### config.mk
export PLATFORM = sky130hd
export DESIGN_NAME = byte_serdes_core
export DESIGN_NICKNAME = d
export VERILOG_FILES = /design/src/rtl/byte_serdes_pkg.sv /design/src/rtl/bsd_tx_ser.sv /design/src/rtl/bsd_retime.sv /design/src/rtl/bsd_rx_deser.sv /design/src/rtl/byte_serdes_core.sv
export SDC_FILE = /design/constraint.sdc
export NUM_CORES = 1
export LEC_CHECK = 0
export BUFFER_PORTS_ARGS = -buffer_cell sky130_fd_sc_hd__clkbuf_2
export CAP_MARGIN = 5
export CORE_ASPECT_RATIO = 0.75
export CORE_MARGIN = 2
export CORE_UTILIZATION = 34
export DETAILED_ROUTE_END_ITERATION = 6
export PLACE_DENSITY = 0.56
export SYNTH_ARGS = -nofsm -noshare
export SYNTH_HDL_FRONTEND = slang
export SYNTH_SLANG_ARGS = --single-unit
### constraint.sdc
create_clock -name clk -period 3.31 [get_ports clk]
set_input_delay 0.662 -clock clk [delete_from_list [all_inputs] [get_ports clk]]
set_output_delay 0.662 -clock clk [all_outputs]
set_load 0.05 [all_outputs]
### src/rtl/byte_serdes_pkg.sv
package byte_serdes_pkg;
  typedef struct packed {
    logic fac;
    logic eq;
    logic eq_hs;
    logic lt;
  } bsd_mode_t;

  function automatic logic tx_tick_sel(input bsd_mode_t m, input logic loc, input logic rec);
    return m.lt ? rec : loc;
  endfunction
endpackage

### src/rtl/bsd_tx_ser.sv
module bsd_tx_ser #(
  parameter int W = 8
) (
  input  logic         clk,
  input  logic         rst,
  input  logic         tick,
  input  logic [W-1:0] din,
  output logic         bit_o,
  output logic         take_o
);
  localparam int CW = (W > 1) ? $clog2(W) : 1;
  localparam logic [CW-1:0] LAST = CW'(W - 1);

  logic [CW-1:0] cnt;
  logic [W-1:0]  sh;

  always_ff @(posedge clk) begin
    if (rst) begin
      cnt    <= '0;
      sh     <= '0;
      bit_o  <= 1'b0;
      take_o <= 1'b1;
    end else if (tick) begin
      if (cnt == '0) begin
        bit_o <= din[W-1];
        sh    <= {din[W-2:0], 1'b0};
      end else begin
        bit_o <= sh[W-1];
        sh    <= {sh[W-2:0], 1'b0};
      end
      cnt    <= (cnt == LAST) ? '0 : cnt + 1'b1;
      take_o <= (cnt == LAST);
    end
  end
endmodule

### src/rtl/bsd_retime.sv
module bsd_retime #(
  parameter int N = 2
) (
  input  logic clk,
  input  logic rst,
  input  logic tick,
  input  logic d,
  output logic q
);
  logic [N-1:0] st;

  always_ff @(posedge clk) begin
    if (rst) begin
      st <= '0;
    end else if (tick) begin
      st[0] <= d;
      for (int i = 1; i < N; i++) st[i] <= st[i-1];
    end
  end

  assign q = st[N-1];
endmodule

### src/rtl/bsd_rx_deser.sv
module bsd_rx_deser #(
  parameter int W    = 8,
  parameter int PIPE = 3
) (
  input  logic         clk,
  input  logic         rst,
  input  logic         tick,
  input  logic         align,
  input  logic         din,
  output logic [W-1:0] byte_o,
  output logic         stb_o
);
  localparam int CW = (W > 1) ? $clog2(W) : 1;
  localparam logic [CW-1:0] LAST = CW'(W - 1);

  logic [CW-1:0] cnt;
  logic [W-2:0]  sh;
  logic [W-1:0]  pipe [PIPE];

  always_ff @(posedge clk) begin
    if (rst) begin
      cnt   <= '0;
      sh    <= '0;
      stb_o <= 1'b0;
      for (int i = 0; i < PIPE; i++) pipe[i] <= '0;
    end else begin
      stb_o <= 1'b0;
      if (tick) sh <= {sh[W-3:0], din};
      if (align) begin
        cnt <= '0;
      end else if (tick) begin
        cnt <= (cnt == LAST) ? '0 : cnt + 1'b1;
        if (cnt == LAST) begin
          pipe[0] <= {sh, din};
          for (int i = 1; i < PIPE; i++) pipe[i] <= pipe[i-1];
          stb_o <= 1'b1;
        end
      end
    end
  end

  assign byte_o = pipe[PIPE-1];
endmodule

### src/rtl/byte_serdes_core.sv
module byte_serdes_core
  import byte_serdes_pkg::*;
#(
  parameter int W          = 8,
  parameter int RET_STAGES = 2,
  parameter int PIPE_BYTES = 3
) (
  input  logic         clk,
  input  logic         rst,
  input  logic         loc_tick,
  input  logic         rec_tick,
  input  logic         fac_loop,
  input  logic         eq_loop,
  input  logic         eq_loop_hs,
  input  logic         loop_time,
  input  logic         rx_align,
  input  logic [W-1:0] tx_byte,
  input  logic         rx_ser_in,
  output logic         tx_take,
  output logic         tx_ser_out,
  output logic [W-1:0] rx_byte,
  output logic         rx_stb
);
  bsd_mode_t mode;
  logic tx_tick, rx_tick, tx_bit, rx_src, ret_bit, des_in;

  assign mode    = '{fac: fac_loop, eq: eq_loop, eq_hs: eq_loop_hs, lt: loop_time};
  assign tx_tick = tx_tick_sel(mode, loc_tick, rec_tick);
  // Receive timing follows the transmit clock whenever transmit data is looped in.
  assign rx_tick = (mode.eq || mode.eq_hs) ? tx_tick : rec_tick;
  assign rx_src  = mode.eq_hs ? tx_bit : rx_ser_in;
  assign des_in  = mode.eq ? tx_bit : ret_bit;

  bsd_tx_ser #(.W(W)) u_tx (
    .clk(clk), .rst(rst), .tick(tx_tick), .din(tx_byte),
    .bit_o(tx_bit), .take_o(tx_take)
  );

  bsd_retime #(.N(RET_STAGES)) u_ret (
    .clk(clk), .rst(rst), .tick(rx_tick), .d(rx_src), .q(ret_bit)
  );

  bsd_rx_deser #(.W(W), .PIPE(PIPE_BYTES)) u_rx (
    .clk(clk), .rst(rst), .tick(rx_tick), .align(rx_align), .din(des_in),
    .byte_o(rx_byte), .stb_o(rx_stb)
  );

  always_ff @(posedge clk) begin
    if (rst) tx_ser_out <= 1'b0;
    else     tx_ser_out <= mode.fac ? ret_bit : tx_bit;
  end
endmodule

==> impl_metrics.toml <==
[outcome]
status = "complete, no violations"

[finish]
fillers = 633
regArea_sq_um = 1240
nNetsFinal = 222
stdcell_count = 284
layout_commonest_cell = "clkbuf_2"
fin_util_pct = 37.9
drive_above_1_share_pct = 34.0
multi_input_area_sq_um = 938
mostFrequentLayoutCells = "clkbuf_2, dfxtp_1, edfxtp_1"
diodes = 0
synthToLayoutAreaGrowth_pct = 9.43

[route]
drc = 0
drt_iter0_markers = 50
dr.pass1.iters = 4
routed_wl_mm = 3.66
num_vias = 1297
ant_nets = 0
via_per_inst = 4.57
wl_per_cell_microns = 12.9

[yosys]
seq_area_frac_synth_pct = 53.5
synth_nets = 204
synthesis.instances = 181
ys_top_cells_by_area = "edfxtp_1, dfxtp_1, nor3b_2"
yosys.cell_types.count = 27
ys_ff_latch = 50
syn_avg_cell_area_sq_um = 12.8
ys_warn_count = 0
syn_area_sq_um = 2320
synth_top_area_share_pct = 31.1
yosysTopAreaCell = "edfxtp_1"
synth_edf_count = 24
ys.flop_type = "dfxtp_1"
ys_async_sr_fraction_pct = 0

[critical_path]
r2r.worst_path.cells = 3
critical_path_class = "input pin to flip-flop"
cp_max_fo = 24
crit-reg2reg-launch = "u_rx.cnt[0]"
worst_setup_path_end_kind = "flip-flop"
r2r-end = "u_rx.pipe[0][17]"
worst_ep_arrival_time_ps = 2120
crit_end = "u_rx.pipe[0][17]"
r2r_setup_slack_ps = 1340
critPathRequiredTime_ps = 3240
startpoint = "loop_time"
start_kind = "input pin"

[sta]
worst_pin_slew_ps = 1050
finalCritPeriodShare_pct = 66.1
final.setup_skew_ps = 6.02
setup_viol = 0
fmax_mhz = 457
period_needed_ps = 2190
slew_viol_final = 0
tns_ps = 0
finalHoldViolations = 0
relSlewSlack_pct = 30.0
rsz0062_at_grt = "false"

[global_routing]
grt_use_met3_pct = 2.94
grt_max_degree = 32
antenna_found_initial = 0
grt_use_total_pct = 10.8
met1_usage_pct = 14.7
grt_pass1_wl_mm = 6.28
grt_pass1_vias = 1283
overflow = 0
busiest_layer = "met2"
grtUsageMet2_pct = 16.4

[cts]
clock-sinks = 50
ctsHoldBuffers = 0
path_clk_slew_ps = 90
clockRootBuffer = "clkbuf_8"
insertion_delay_ps = 300
cts_buffer_depth = 2
htree_levels = 2
cts_tree = "done"
post_cts_resize_count = 0
postCtsSetupBuffers = 0
numCtsBuffers = 5

[place]
place_congestion = 0.766
place_hpwl_mm = 2.34
io_buffers = 28
dp.cells = 276

[die]
die_area_sq_um = 7510
die_h_microns = 75.6
rows = 26
die_w_microns = 99.4
io_pins = 29
initial_core_util_pct = 34.6
core-area_sq_um = 6700

[power_and_ir_drop]
power_density_nw_per_um2 = 465
worst_ir_drop_vdd_mv = 0.167
p_leak_nw = 0.969

[min_path]
min_path_type = "flip-flop to flip-flop"

[run]
drv_cap = 0
## flip-flops by register name (all words and copies together), names as in the netlist
register	flops
u_rx.sh	7
u_rx.pipe	24
u_tx.sh	7
u_rx.cnt	3
tx_ser_out	1
u_tx.take_o	1
u_rx.stb_o	1
u_ret.st	2
u_tx.bit_o	1
u_tx.cnt	3
## how the worst min path moves through the flow
stage               cells past startpoint        from  slack, ps    endpoint
CTS                                     2  u_tx.sh[1]        480  u_tx.sh[1]
detailed placement                      2  u_tx.sh[1]        460  u_tx.sh[1]
floorplan                               2  u_tx.sh[1]        430  u_tx.sh[1]
finish                                  2  u_tx.sh[1]        470  u_tx.sh[1]
global placement                        2  u_tx.sh[1]        450  u_tx.sh[1]
global route                            2  u_tx.sh[1]        490  u_tx.sh[1]
## metal layers
layer / vias up / share of wire (%)
li1: 664 / -
met1: 604 / 52
met2: 21 / 43
met3: 8 / 3.0
met4: 0 / 1.7
met5: - / 0
## where the power goes
group / total, mW / internal (mW) / switching (mW)
Clock: 0.359 / 0.149 / 0.210
Sequential: 0.684 / 0.672 / 0.0115
Combinational: 0.139 / 0.0525 / 0.0863
Total: 1.18 / 0.874 / 0.307
## area by class of cell
| class | instances | share of cell area [%] |
|---|---|---|
| inverter | 3 | 0.443 |
| clock buffer | 5 | 2.71 |
| tap | 84 | 4.14 |
| clock inverter | 3 | 0.788 |
| timing repair buffer | 30 | 6.11 |
| sequential | 50 | 48.9 |
| multi-input combinational | 109 | 36.9 |
## metrics by stage
stage	hold slack [ps]	total power, mW	area [sq um]	setup WS (ps)
final	466	1.18	2540	1120
after global routing	490	1.24	2540	985
after CTS	476	1.20	2540	1070
after detailed placement	460	0.837	2450	749
after global placement	447	0.836	2450	746
after floorplan	431	0.811	2320	1120
## critical path: stages
cell and delay (ps):
clkbuf_2 110, o21bai_4 190, mux2_4 280, a31o_1 860
## logic make-up after synthesis
kind of cell               Yosys count  share of synthesized area [%]
buffers and inverters               22                           6.09
DFF                                 50                           53.5
adders and majority gates            5                           2.70
and+or+nand+nor                     64                           21.1
muxes                               26                           12.0
AOI/OAI and AO/OA                   14                           4.64
## cells in the mapped netlist (2+ instances only)
cell type / instances
mux2i_1: 23
buf_2: 5
ha_1: 5
buf_6: 2
dfxtp_1: 26
nand2_1: 12
edfxtp_1: 24
nor2_1: 13
clkbuf_1: 2
nor3b_2: 23
inv_1: 3
nand2b_1: 9
or2_2: 2
buf_4: 10
a211oi_1: 7
a21oi_1: 4
(Power assumes the default switching activity.)
